==> src/rtl/adc_seq_pkg.sv <==
package adc_seq_pkg;
  localparam int CH_W      = 4;
  localparam int NCH       = 1 << CH_W;
  localparam int RAW_W     = 12;
  localparam int WORD_W    = CH_W + RAW_W;
  localparam int WR_BIT    = 15;
  localparam int SEQ_BIT   = 14;
  localparam int SHD_BIT   = 13;
  localparam int ADDR_LSB  = 9;
  localparam int RANGE_BIT = 8;

  typedef enum logic [1:0] {
    MODE_SINGLE = 2'd0,
    MODE_MASK   = 2'd1,
    MODE_RUN    = 2'd2
  } mode_e;
endpackage

==> src/rtl/adc_seq_next.sv <==
module adc_seq_next #(
  parameter int NCH = 16,
  localparam int CW = $clog2(NCH)
) (
  input  logic [NCH-1:0] mask_i,
  input  logic [CW-1:0]  cur_i,
  output logic [CW-1:0]  first_o,
  output logic [CW-1:0]  next_o
);
  logic [NCH-1:0] above;
  logic [CW-1:0]  up;

  for (genvar i = 0; i < NCH; i++) begin : g_above
    assign above[i] = mask_i[i] && (i > int'(cur_i));
  end

  // scan high to low so the lowest hit wins
  always_comb begin
    first_o = '0;
    up      = '0;
    for (int i = NCH - 1; i >= 0; i--) begin
      if (mask_i[i]) first_o = CW'(i);
      if (above[i])  up      = CW'(i);
    end
    next_o = (|above) ? up : first_o;
  end
endmodule

==> src/rtl/adc_seq_ctrl.sv <==
module adc_seq_ctrl
  import adc_seq_pkg::*;
#(
  parameter int NCH = 16,
  parameter int DW  = 16,
  localparam int CW = $clog2(NCH)
) (
  input  logic           clk_i,
  input  logic           rst_ni,
  input  logic           xfer_i,
  input  logic [DW-1:0]  din_i,
  output logic [CW-1:0]  cur_o,
  output logic [CW-1:0]  conv_o,
  output logic           rng_o,
  output mode_e          mode_o,
  output logic [CW-1:0]  addr_o,
  output logic [NCH-1:0] mask_o
);
  mode_e          mode_q, mode_d;
  logic [CW-1:0]  addr_q, addr_d, cur_q, cur_d, conv_q;
  logic [NCH-1:0] mask_q, mask_d, mask_sel;
  logic           rng_q, rng_d, ld_q, ld_d;
  logic [CW-1:0]  first, nxt;

  logic          wr, seq, shd, rng_in;
  logic [CW-1:0] addr_in;
  assign wr      = din_i[WR_BIT];
  assign seq     = din_i[SEQ_BIT];
  assign shd     = din_i[SHD_BIT];
  assign rng_in  = din_i[RANGE_BIT];
  assign addr_in = din_i[ADDR_LSB +: CW];

  // one finder serves both the stored mask and a mask being loaded
  assign mask_sel = ld_q ? din_i[NCH-1:0] : mask_q;

  adc_seq_next #(.NCH(NCH)) u_next (
    .mask_i (mask_sel),
    .cur_i  (cur_q),
    .first_o(first),
    .next_o (nxt)
  );

  always_comb begin
    mode_d = mode_q;
    addr_d = addr_q;
    rng_d  = rng_q;
    mask_d = mask_q;
    ld_d   = ld_q;
    cur_d  = cur_q;
    if (xfer_i) begin
      if (ld_q) begin
        mask_d = din_i[NCH-1:0];
        ld_d   = 1'b0;
        mode_d = MODE_MASK;
        cur_d  = first;
      end else if (wr && !(seq && !shd)) begin
        addr_d = addr_in;
        rng_d  = rng_in;
        if (seq) begin
          mode_d = MODE_RUN;
          cur_d  = '0;
        end else begin
          mode_d = MODE_SINGLE;
          ld_d   = shd;
          cur_d  = addr_in;
        end
      end else begin
        if (wr) rng_d = rng_in;
        unique case (mode_q)
          MODE_MASK: cur_d = nxt;
          MODE_RUN:  cur_d = (cur_q == addr_q) ? '0 : cur_q + 1'b1;
          default:   cur_d = addr_q;
        endcase
      end
    end
  end

  always_ff @(posedge clk_i or negedge rst_ni) begin
    if (!rst_ni) begin
      mode_q <= MODE_SINGLE;
      addr_q <= '0;
      rng_q  <= 1'b0;
      mask_q <= '0;
      ld_q   <= 1'b0;
      cur_q  <= '0;
      conv_q <= '0;
    end else begin
      mode_q <= mode_d;
      addr_q <= addr_d;
      rng_q  <= rng_d;
      mask_q <= mask_d;
      ld_q   <= ld_d;
      cur_q  <= cur_d;
      if (xfer_i) conv_q <= cur_q;
    end
  end

  assign cur_o  = cur_q;
  assign conv_o = conv_q;
  assign rng_o  = rng_q;
  assign mode_o = mode_q;
  assign addr_o = addr_q;
  assign mask_o = mask_q;
endmodule

==> src/rtl/adc_seq_fmt.sv <==
module adc_seq_fmt #(
  parameter int CW    = 4,
  parameter int RAW_W = 12,
  localparam int WW   = CW + RAW_W
) (
  input  logic             clk_i,
  input  logic             rst_ni,
  input  logic             vld_i,
  input  logic [RAW_W-1:0] raw_i,
  input  logic [CW-1:0]    chan_i,
  input  logic             rng_i,
  output logic             vld_o,
  output logic [WW-1:0]    word_o
);
  logic [RAW_W-1:0] coded;

  // offset binary to twos complement: flip the sign position
  assign coded = rng_i ? {~raw_i[RAW_W-1], raw_i[RAW_W-2:0]} : raw_i;

  always_ff @(posedge clk_i or negedge rst_ni) begin
    if (!rst_ni) begin
      vld_o  <= 1'b0;
      word_o <= '0;
    end else begin
      vld_o <= vld_i;
      if (vld_i) word_o <= {chan_i, coded};
    end
  end
endmodule

==> src/rtl/adc_chan_seq.sv <==
module adc_chan_seq
  import adc_seq_pkg::*;
(
  input  logic              clk_i,
  input  logic              rst_ni,
  input  logic              xfer_i,
  input  logic [WORD_W-1:0] din_i,
  input  logic              raw_vld_i,
  input  logic [RAW_W-1:0]  raw_i,
  output logic [CH_W-1:0]   chan_o,
  output logic              word_vld_o,
  output logic [WORD_W-1:0] word_o
);
  logic [CH_W-1:0] conv_chan, addr_q;
  logic [NCH-1:0]  mask_q;
  logic            rng;
  mode_e           mode_q;

  adc_seq_ctrl #(.NCH(NCH), .DW(WORD_W)) u_ctrl (
    .clk_i (clk_i),
    .rst_ni(rst_ni),
    .xfer_i(xfer_i),
    .din_i (din_i),
    .cur_o (chan_o),
    .conv_o(conv_chan),
    .rng_o (rng),
    .mode_o(mode_q),
    .addr_o(addr_q),
    .mask_o(mask_q)
  );

  adc_seq_fmt #(.CW(CH_W), .RAW_W(RAW_W)) u_fmt (
    .clk_i (clk_i),
    .rst_ni(rst_ni),
    .vld_i (raw_vld_i),
    .raw_i (raw_i),
    .chan_i(conv_chan),
    .rng_i (rng),
    .vld_o (word_vld_o),
    .word_o(word_o)
  );
endmodule

==> config.mk <==
export PLATFORM = sky130hd
export DESIGN_NAME = adc_chan_seq
export DESIGN_NICKNAME = d
export VERILOG_FILES = /design/src/rtl/adc_seq_pkg.sv /design/src/rtl/adc_seq_next.sv /design/src/rtl/adc_seq_ctrl.sv /design/src/rtl/adc_seq_fmt.sv /design/src/rtl/adc_chan_seq.sv
export SDC_FILE = /design/constraint.sdc
export NUM_CORES = 1
export LEC_CHECK = 0
export BUFFER_PORTS_ARGS = -buffer_cell sky130_fd_sc_hd__buf_4
export CAP_MARGIN = 5
export CORE_UTILIZATION = 45
export DETAILED_ROUTE_END_ITERATION = 10
export GPL_TIMING_DRIVEN = 0
export PLACE_DENSITY_LB_ADDON = 0.15
export SYNTH_ARGS = -nofsm -noshare
export SYNTH_HDL_FRONTEND = slang
export SYNTH_SLANG_ARGS = --single-unit
==> constraint.sdc <==
create_clock -name clk_i -period 3.2 [get_ports clk_i]
set_clock_uncertainty 0.15 [all_clocks]
set_input_delay 0.48 -clock clk_i [delete_from_list [all_inputs] [get_ports clk_i]]
set_output_delay 0.48 -clock clk_i [all_outputs]
set_load 0.05 [all_outputs]
==> results of run 1 <==
per-layer routing:
metal / global-route usage / vias up
li1: - / 1302
met1: 0.317 / 1331
met5: 0 / -
met3: 0.0457 / 17
met4: 0.0955 / 0
met2: 0.384 / 107
power by group:
part           switching, mW  total, mW  internal, mW
combinational          0.761       1.31         0.551
clock                  0.244      0.409         0.164
sequential             0.115      0.882         0.767
total                   1.12       2.60          1.48
registers in the layout, summed over array words and instances, names as in the netlist:
| signal | count |
|---|---|
| u_ctrl.mask_o | 16 |
| u_fmt.word_o | 16 |
| u_ctrl.addr_o | 4 |
| u_ctrl.conv_o | 4 |
| u_ctrl.cur_o | 4 |
| u_ctrl.mode_o | 2 |
| u_ctrl.ld_q | 1 |
| u_ctrl.rng_o | 1 |
| u_fmt.vld_o | 1 |
Yosys cell counts (all sizes together), types with 3 or more instances:
| library cell | count | area share |
|---|---|---|
| or3 | 3 | 0.0074 |
| o31ai | 3 | 0.0070 |
| nand2 | 21 | 0.025 |
| mux2 | 48 | 0.17 |
| dfrtp | 49 | 0.38 |
| nand2b | 8 | 0.016 |
| nor2 | 17 | 0.020 |
| o211ai | 5 | 0.012 |
| inv | 11 | 0.013 |
| nor3 | 13 | 0.020 |
| nor2b | 5 | 0.0098 |
| a31oi | 3 | 0.0059 |
| mux2i | 4 | 0.012 |
| xnor2 | 3 | 0.0082 |
| ha | 6 | 0.023 |
| o21ai | 17 | 0.027 |
| nand3 | 8 | 0.012 |
| clkbuf | 9 | 0.011 |
| a22oi | 6 | 0.018 |
| a21oi | 12 | 0.019 |
| a2bb2oi | 3 | 0.010 |
| a211oi | 6 | 0.014 |
| buf | 8 | 0.020 |
| or2 | 3 | 0.0059 |
| xor2 | 4 | 0.011 |
| o22ai | 5 | 0.0098 |
| or3b | 3 | 0.0082 |
metrics by stage:
step                total power, mW   util
CTS                            2.59  0.558
global placement               2.16  0.544
global route                   2.76  0.563
floorplan                      1.81      -
finish                         2.60  0.563
detailed placement             2.17  0.544
layout by cell type, fill, tap and decap left out, drive strengths merged, types with 4 or more instances in the layout:
cell type / n
a211oi: 6
a21oi: 12
a22oi: 6
buf: 58
clkbuf: 16
dfrtp: 49
ha: 6
inv: 13
mux2: 48
mux2i: 4
nand2: 21
nand2b: 8
nand3: 8
nor2: 17
nor2b: 5
nor3: 13
o211ai: 5
o21ai: 17
o22ai: 5
xor2: 4
worst max-delay path, stage by stage (launching register included):
cell and delay (ns):
dfrtp_1 0.38, buf_6 0.14, buf_12 0.14, or3_4 0.40, a32oi_2 0.22, nand3_1 0.13
or4_4 0.59, or4_4 0.56, a311oi_2 0.28
cell families after synthesis:
| logic type | synth area share |
|---|---|
| buf+inv | 0.0437 |
| flops | 0.383 |
| mux | 0.186 |
| simple gates | 0.143 |
| fa+ha+maj | 0.0234 |
| xor+xnor | 0.0191 |
| compound gates | 0.202 |
final cells by class:
type,instances,area [sq um],share of cell area
multi-input cells,241,1860,0.485
flip-flops and latches,49,1230,0.319
repair buffers,52,390,0.102
well taps,96,120,0.0312
plain buffers,17,105,0.0273
clock buffers,5,68.8,0.0179
inverters,11,41.3,0.0107
clock inverters,3,28.8,0.00748
timing repair:
action                     in CTS  in global routing
buffers inserted                0                  0
gates resized for setup         1                  8
setup endpoints to repair       1                  2
hold buffers                    0                  0
pin swaps                       0                  2
worst paths after layout:
kind	startpoint	end	slack [ns]	cells after the start
worst max-delay path	u_ctrl.ld_q	u_ctrl.cur_o[0]	0.11	8
worst min-delay path	rst_ni	u_ctrl.cur_o[0]	0.01	1
worst max register to register	u_ctrl.ld_q	u_ctrl.cur_o[0]	0.11	8
worst min register to register	u_ctrl.conv_o[3]	u_fmt.word_o[15]	0.36	1
max in group asynchronous	rst_ni	u_ctrl.conv_o[0]	2.45	1
min in group clk_i	raw_vld_i	u_fmt.vld_o	0.13	1
==> results.tsv, run 1 <==
stage	metric	value	unit
run_status	outcome	complete, no violations	
place	placed_cell_area	0.00371	sq mm
pwr	ir_worst_vdd	410	uV
clock_network	cts_tree	built	
yosys	ys_ff_latch	49	
route	ant_nets	0	
yosys	synth_edf_count	0	
route	wl_met2	3960	microns
yosys	ys_types	64	
clock_network	cts_root_buf	clkbuf_8	
pwr	p_leak	1.64	nW
yosys	syn_inst	318	
place	gp_congestion	0.886	
layout	nNetsFinal	415	
route	dr.pass1.iters	4	
clock_network	h-tree-depth	2	
layout	drive_gt1_frac	0.344	
worst_setup_path	cp.arrival	3.16	ns
layout	fill_cells	627	
clock_network	cts_sinks	49	
layout	fin_area	0.00384	sq mm
place	io_buffers	52	
place	dp.cells	466	
timing	drv_slew	0	
place	place_ws	-0.0860	ns
yosys	netlist_area	0.00320	sq mm
route	wl	8470	microns
place	dp_hpwl	6320	microns
timing	hold_violations	0	
timing	worstMarginPinSlew	0.831	ns
floorplanning	die_y	86.4	microns
clock_network	clock_path_buffers	2	
worst_setup_path	cp-start-kind	register	
clock_network	clk_pin_slew	0.11	ns
timing	setup_viol_count_final	0	
route	met1_length	3740	microns
hold_path	hp-class	in -> async	
yosys	ys_warn_count	0	
worst_setup_path	required	3.27	ns
grt	grtUsageTotal	0.238	
timing	layout_worst_path_cycle_share	0.964	
route	drc	0	
timing	fmax	0.324	GHz
clock_network	insertion_delay	0.32	ns
timing	slew_headroom	0.439	
pwr	powerDensity	677	mW/mm^2
layout	fin_cells	474	
clock_network	cts_buffers	5	
yosys	ys_async_sr_fraction	1.00	
grt	grt_overflow	0	
floorplanning	rows	30	
route	dr.max_layer_used	met4	
floorplanning	ios	53	
grt	grt_pass1_wl	13500	microns
floorplanning	die_w	86.4	microns
timing	grt_setup_unrepaired	false	
route	vias_per_cell	5.82	
grt	grt_max_degree	50	
yosys	synth.avg_cell_area	10.1	sq um
layout	area_growth_syn_to_layout	20.0	%
route	via_count	2757	
route	wl_per_cell	17.9	microns
worst_setup_path	critPathMaxFanout	10	
yosys	syn_nets	356	
grt	grt_pass1_vias	2647	
timing	finalCriticalPeriod	3.09	ns
flow_run	cap_violations	0	
route	wl_met3	530	microns
grt	grt_antenna_before_repair	0	
timing	holdWs	0.0122	ns
timing	fin_ws	0.114	ns
timing	fin_setup_tns	0	ns
floorplanning	coreArea	0.00683	sq mm
yosys	ys_seq_area_frac	0.383	
route	drt_iter0_drc	259	
floorplanning	die_area	0.00746	sq mm
worst_setup_path	end_kind	register	
yosys	ys.flop_type	dfrtp_1	
floorplanning	initial_core_util	0.469	
worst_setup_path	path_class	reg -> reg	
layout	antennaDiodeCount	0	
(Power assumes the default switching activity.)
==> run 2: changes to the inputs <==
- CTS_BUF_LIST: unset -> sky130_fd_sc_hd__clkbuf_4
- HOLD_SLACK_MARGIN: unset -> 0.06
==> run 2 against run 1 <==
- non-clock buffer count is 2 higher
- wire length fell by 0.50%
- flip-flop and latch count unchanged
- power decreased by 3.2%
- die area unchanged
- critical path type unchanged
- count of clock-buffer cells in the layout did not move
- sequential share of layout area increased by 0.17 points
- core utilization is 0.29 points lower
- worst setup slack improved by 0.020 ns
- register-to-register slack improved by 0.02 ns
- sequential power about the same
==> results.tsv, run 2 (synthesis results as in run 1) <==
stage	metric	value	unit	change
run_status	outcome	complete, no violations		
hold_path	hp-class	in -> reg		
route	drt_iter0_drc	218		-16%
worst_setup_path	cp.arrival	3.23	ns	+0.07 ns
flow_run	cap_violations	0		unchanged
clock_network	clock_path_buffers	2		unchanged
route	ant_nets	0		unchanged
floorplanning	ios	53		unchanged
route	wl_per_cell	17.7	microns	-0.91%
floorplanning	rows	30		unchanged
layout	area_growth_syn_to_layout	19.4	%	
clock_network	cts_buffers	5		unchanged
timing	setup_viol_count_final	0		unchanged
floorplanning	die_y	86.4	microns	unchanged
pwr	switching_share	0.441		+0.00999
worst_setup_path	reg2reg_setup_slack	0.13	ns	+0.02 ns
timing	drv_slew	0		unchanged
place	place_ws	-0.0860	ns	unchanged
clock_network	h-tree-depth	2		unchanged
route	wl	8430	microns	-0.50%
timing	hold_violations	0		unchanged
worst_setup_path	path_class	reg -> reg		
place	dp.cells	466		unchanged
hold_path	min_path_cells	2		
worst_setup_path	r2r-start	u_ctrl.cur_o[0]		
floorplanning	initial_core_util	0.469		unchanged
hold_path	hp-start	raw_i[5]		
layout	fin_area	0.00382	sq mm	-0.52%
pwr	p_switching	1.11	mW	-0.99%
timing	slew_headroom	0.436		-0.00326
grt	grt_antenna_before_repair	0		unchanged
place	placed_cell_area	0.00371	sq mm	unchanged
floorplanning	die_area	0.00746	sq mm	unchanged
timing	fin_ws	0.134	ns	+0.0204 ns
timing	finalCriticalPeriod	3.07	ns	-0.0204 ns
place	gp_congestion	0.886		unchanged
place	io_buffers	52		unchanged
timing	layout_worst_path_cycle_share	0.958		-0.00636
worst_setup_path	critPathMaxFanout	9		-1
clock_network	insertion_delay	0.39	ns	+0.07 ns
worst_setup_path	end_kind	register		
pwr	ir_worst_vdd	375	uV	-8.4%
route	drc	0		unchanged
worst_setup_path	cp-start-kind	register		
pwr	internal_power	1.41	mW	-4.9%
layout	layout_commonest_cell	buf_4		
place	dp_hpwl	6320	microns	unchanged
timing	grt_setup_unrepaired	false		
timing	worstMarginPinSlew	0.836	ns	+0.00482 ns
grt	grt_overflow	0		unchanged
route	vias_per_cell	5.87		+0.95%
clock_network	cts_tree	built		
grt	grtUsageTotal	0.237		-0.000819
worst_setup_path	required	3.37	ns	+0.10 ns
pwr	sequentialPowerShare	0.350		+0.011
pwr	powerDensity	658	mW/mm^2	-2.7%
clock_network	cts_sinks	49		unchanged
layout	drive_gt1_frac	0.339		-0.00444
layout	nNetsFinal	417		+0.48%
route	dr.pass1.iters	7		+3
layout	antennaDiodeCount	0		unchanged
pwr	clockPowerShare	0.132		-0.025
grt	grt_max_degree	50		unchanged
clock_network	clk_pin_slew	0.18	ns	+0.07 ns
grt	grt_pass1_vias	2692		+1.7%
floorplanning	die_w	86.4	microns	unchanged
route	via_count	2795		+1.4%
layout	fin_cells	476		+0.42%
layout	fill_cells	634		+1.1%
grt	grt_pass1_wl	13500	microns	+0.10%
hold_path	whs_endpoint	u_fmt.word_o[5]		
pwr	p_leak	1.63	nW	-0.33%
clock_network	cts_root_buf	clkbuf_4		
worst_setup_path	reg2regPathDepth	9		+1
worst_setup_path	r2r_end	u_ctrl.cur_o[0]		
floorplanning	coreArea	0.00683	sq mm	unchanged
layout	mostFrequentLayoutCells	buf_4 (52), dfrtp_1 (49), mux2_2 (41)		
pwr	comb_power_share	0.518		+0.014
clock_network	postCtsSetupBuffers	0		unchanged
layout	finish.utilization	0.560		-0.00293
timing	fmax	0.326	GHz	+0.66%
-- run 2: changes by cell type in the layout (fill, tap and decap cells not counted) --
cell           delta
clkbuf_8          -5
dlygate4sd3_1     +2
buf_2             +1
a2bb2oi_2         -1
a2bb2oi_1         +1
clkbuf_4          +4
-- run 2: worst max path at each step --
| stage | startpoint | end | slack [ns] | cells after the start |
|---|---|---|---|---|
| after detailed placement | u_ctrl.cur_o[1] | u_ctrl.cur_o[0] | -0.09 | 7 |
| after floorplan | u_ctrl.cur_o[1] | u_ctrl.cur_o[0] | 0.16 | 7 |
| final | u_ctrl.cur_o[0] | u_ctrl.cur_o[0] | 0.13 | 9 |
| after global placement | u_ctrl.cur_o[1] | u_ctrl.cur_o[0] | -0.11 | 7 |
| after CTS | u_ctrl.cur_o[0] | u_ctrl.cur_o[0] | 0.03 | 9 |
| after global routing | u_ctrl.cur_o[0] | u_ctrl.cur_o[0] | 0.006 | 9 |
-- run 2: critical path, cell delays in order, from the launching register on --
cell      delay [ns]
dfrtp_1         0.45
clkbuf_4        0.21
inv_1           0.10
ha_2            0.21
o21a_1          0.15
o2bb2a_4        0.16
a31oi_2         0.13
or4_4           0.60
or4_4           0.57
a311oi_2        0.26
-- run 2: per-layer routing --
metal	GRT usage	vias to the layer above	wire length [microns]
li1	-	1306	-
met1	0.312	1351	3650
met2	0.396	122	3980
met3	0.0419	16	583
met4	0.0803	0	219
met5	0	-	0
-- run 2: power groups by stage --
stage | Combinational, mW | Clock [mW] | Sequential, mW
after floorplan | 0.771 | 0 | 1.04
after global placement | 1.27 | 0 | 0.888
after detailed placement | 1.27 | 0 | 0.896
after CTS | 1.28 | 0.346 | 0.882
after global routing | 1.40 | 0.367 | 0.904
final | 1.30 | 0.333 | 0.881
-- run 2: area by class of cell --
class / count / area (sq um) / share of cell area
clock inverters: 3 / 28.8 / 0.00752
well taps: 96 / 120 / 0.0314
repair buffers: 54 / 410 / 0.107
inverters: 11 / 41.3 / 0.0108
plain buffers: 17 / 103 / 0.0268
flip-flops and latches: 49 / 1230 / 0.321
multi-input cells: 241 / 1860 / 0.486
clock buffers: 5 / 37.5 / 0.00981
-- run 2: metrics by stage --
| step | power [mW] | TNS [ns] | hold slack [ns] |
|---|---|---|---|
| after global placement | 2.16 | -0.111 | 0.342 |
| final | 2.52 | 0 | 0.162 |
| after CTS | 2.51 | 0 | 0.155 |
| after global routing | 2.68 | 0 | 0.139 |
| after floorplan | 1.81 | 0 | 0.0344 |
| after detailed placement | 2.17 | -0.0860 | 0.348 |
-- run 2: repair_timing --
action | CTS | global route
pin swaps | 0 | 1
gates resized for setup | 2 | 5
hold buffers | 2 | 0
setup endpoints to repair | 1 | 2
endpoints found under the hold margin | 50 | 0
==> run 3: changes to the inputs <==
- CELL_PAD_IN_SITES_DETAIL_PLACEMENT: unset -> 0
- CELL_PAD_IN_SITES_GLOBAL_PLACEMENT: unset -> 1
==> run 3 against run 2 <==
- power rose by 1.1%
- cell count increased by 0.42%
- count of clock-buffer cells in the layout did not move
- sequential power fell by 0.5%
- fmax shrank 2.1%
- register-to-register slack worse by 0.07 ns
- critical endpoint unchanged
==> results.tsv, run 3 (synthesis results as in run 1) <==
stage	metric	value	unit	change
floorplanning	ios	53		unchanged
place	placed_cell_area	0.00371	sq mm	unchanged
floorplanning	initial_core_util	0.469		unchanged
floorplanning	die_y	86.4	microns	unchanged
grt	grt_antenna_before_repair	0		unchanged
layout	area_growth_syn_to_layout	20.3	%	
run_status	outcome	complete, no violations		
route	wl	8690	microns	+3.1%
timing	worstMarginPinSlew	0.806	ns	-0.0300 ns
clock_network	cts_tree	built		
timing	grt_setup_unrepaired	false		
clock_network	clk_pin_slew	0.18	ns	about the same
place	dp.cells	466		unchanged
worst_setup_path	path_class	reg -> reg		
clock_network	insertion_delay	0.38	ns	about the same
pwr	ir_worst_vdd	324	uV	-14%
layout	mostFrequentLayoutCells	buf_4 (54), dfrtp_1 (49), mux2_2 (41)		
pwr	p_leak	1.65	nW	+1.1%
timing	drv_slew	0		unchanged
floorplanning	die_area	0.00746	sq mm	unchanged
layout	nNetsFinal	419		+0.48%
timing	fin_setup_tns	0	ns	unchanged
route	drt_iter0_drc	257		+18%
grt	grt_max_degree	50		unchanged
route	via_count	2792		-0.11%
timing	setup_viol_count_final	0		unchanged
place	io_buffers	52		unchanged
grt	grt_overflow	0		unchanged
layout	fin_cells	478		+0.42%
pwr	powerDensity	660	mW/mm^2	+0.29%
clock_network	cts_root_buf	clkbuf_4		
timing	slew_headroom	0.456		+0.0203
floorplanning	coreArea	0.00683	sq mm	unchanged
route	ant_nets	0		unchanged
pwr	finalPower	2.55	mW	+1.1%
layout	finish.utilization	0.564		+0.00440
route	wl_per_cell	18.2	microns	+2.6%
floorplanning	die_w	86.4	microns	unchanged
clock_network	cts_buffers	5		unchanged
timing	finalCriticalPeriod	3.13	ns	+0.0653 ns
clock_network	cts_sinks	49		unchanged
route	dr.pass1.iters	5		-2
grt	grt_pass1_vias	2677		-0.56%
layout	layout_commonest_cell	buf_4		
timing	fmax	0.319	GHz	-2.1%
grt	grt_pass1_wl	14000	microns	+3.5%
clock_network	clock_path_buffers	2		unchanged
worst_setup_path	end_kind	register		
timing	layout_worst_path_cycle_share	0.979		+0.0204
floorplanning	rows	30		unchanged
clock_network	h-tree-depth	2		unchanged
route	vias_per_cell	5.84		-0.53%
layout	antennaDiodeCount	0		unchanged
worst_setup_path	cp-start-kind	register		
flow_run	cap_violations	0		unchanged
layout	fin_area	0.00385	sq mm	+0.79%
timing	holdWs	0.162	ns	-0.000670 ns
worst_setup_path	critPathMaxFanout	10		+1
worst_setup_path	required	3.34	ns	-0.03 ns
timing	hold_violations	0		unchanged
worst_setup_path	cp.arrival	3.27	ns	+0.04 ns
place	gp_congestion	0.917		+3.5%
hold_path	hp-class	in -> reg		
place	place_ws	-0.130	ns	-0.0445 ns
place	dp_hpwl	6520	microns	+3.1%
layout	drive_gt1_frac	0.356		+0.0165
timing	fin_ws	0.0686	ns	-0.0653 ns
route	drc	0		unchanged
grt	grtUsageTotal	0.247		+0.00946
[run 3: worst paths after layout]
path                             startpoint                 to  slack (ns)  cells past startpoint
setup / recovery            u_ctrl.cur_o[2]    u_ctrl.cur_o[0]        0.07                      8
hold / removal                     raw_i[7]    u_fmt.word_o[7]        0.16                      2
setup reg to reg            u_ctrl.cur_o[2]    u_ctrl.cur_o[0]        0.07                      8
hold reg to reg            u_ctrl.conv_o[0]   u_fmt.word_o[12]        0.37                      1
max in group asynchronous            rst_ni  u_ctrl.mask_o[14]        1.98                      2
min in group asynchronous            rst_ni    u_fmt.word_o[5]        0.48                      2
[run 3: metal layers]
metal / GRT usage / vias up / share of wire / wire, microns
li1: - / 1306 / - / -
met1: 0.348 / 1361 / 0.47 / 4050
met2: 0.405 / 114 / 0.48 / 4130
met3: 0.0343 / 11 / 0.049 / 429
met4: 0.0545 / 0 / 0.0094 / 82
met5: 0 / - / 0 / 0
[run 3: area by class of cell]
cell class              count  area, sq um
plain buffers              17          103
inverters                  11         41.3
flip-flops and latches     49         1230
fillers                   643         2980
well taps                  96          120
multi-input cells         241         1870
clock inverters             3         33.8
clock buffers               5         37.5
repair buffers             56          425
[run 3: critical path: stages, from the launching register on]
cell      delay (ns)
dfrtp_1         0.38
buf_2           0.19
buf_2           0.30
nand2_2         0.17
a32oi_2         0.26
nand3_1         0.13
or4_4           0.59
or4_4           0.57
a311oi_2        0.31
[run 3: repair_timing]
action,in CTS,in global routing
pin swaps,0,4
hold endpoints to repair,50,0
hold buffers,2,0
setup endpoints to repair,1,2
setup buffers,0,2
gates resized for setup,2,11
[run 3: report_power, final]
group          internal (mW)  switching, mW
clock network         0.0955          0.241
logic                  0.555          0.777
registers              0.766          0.111
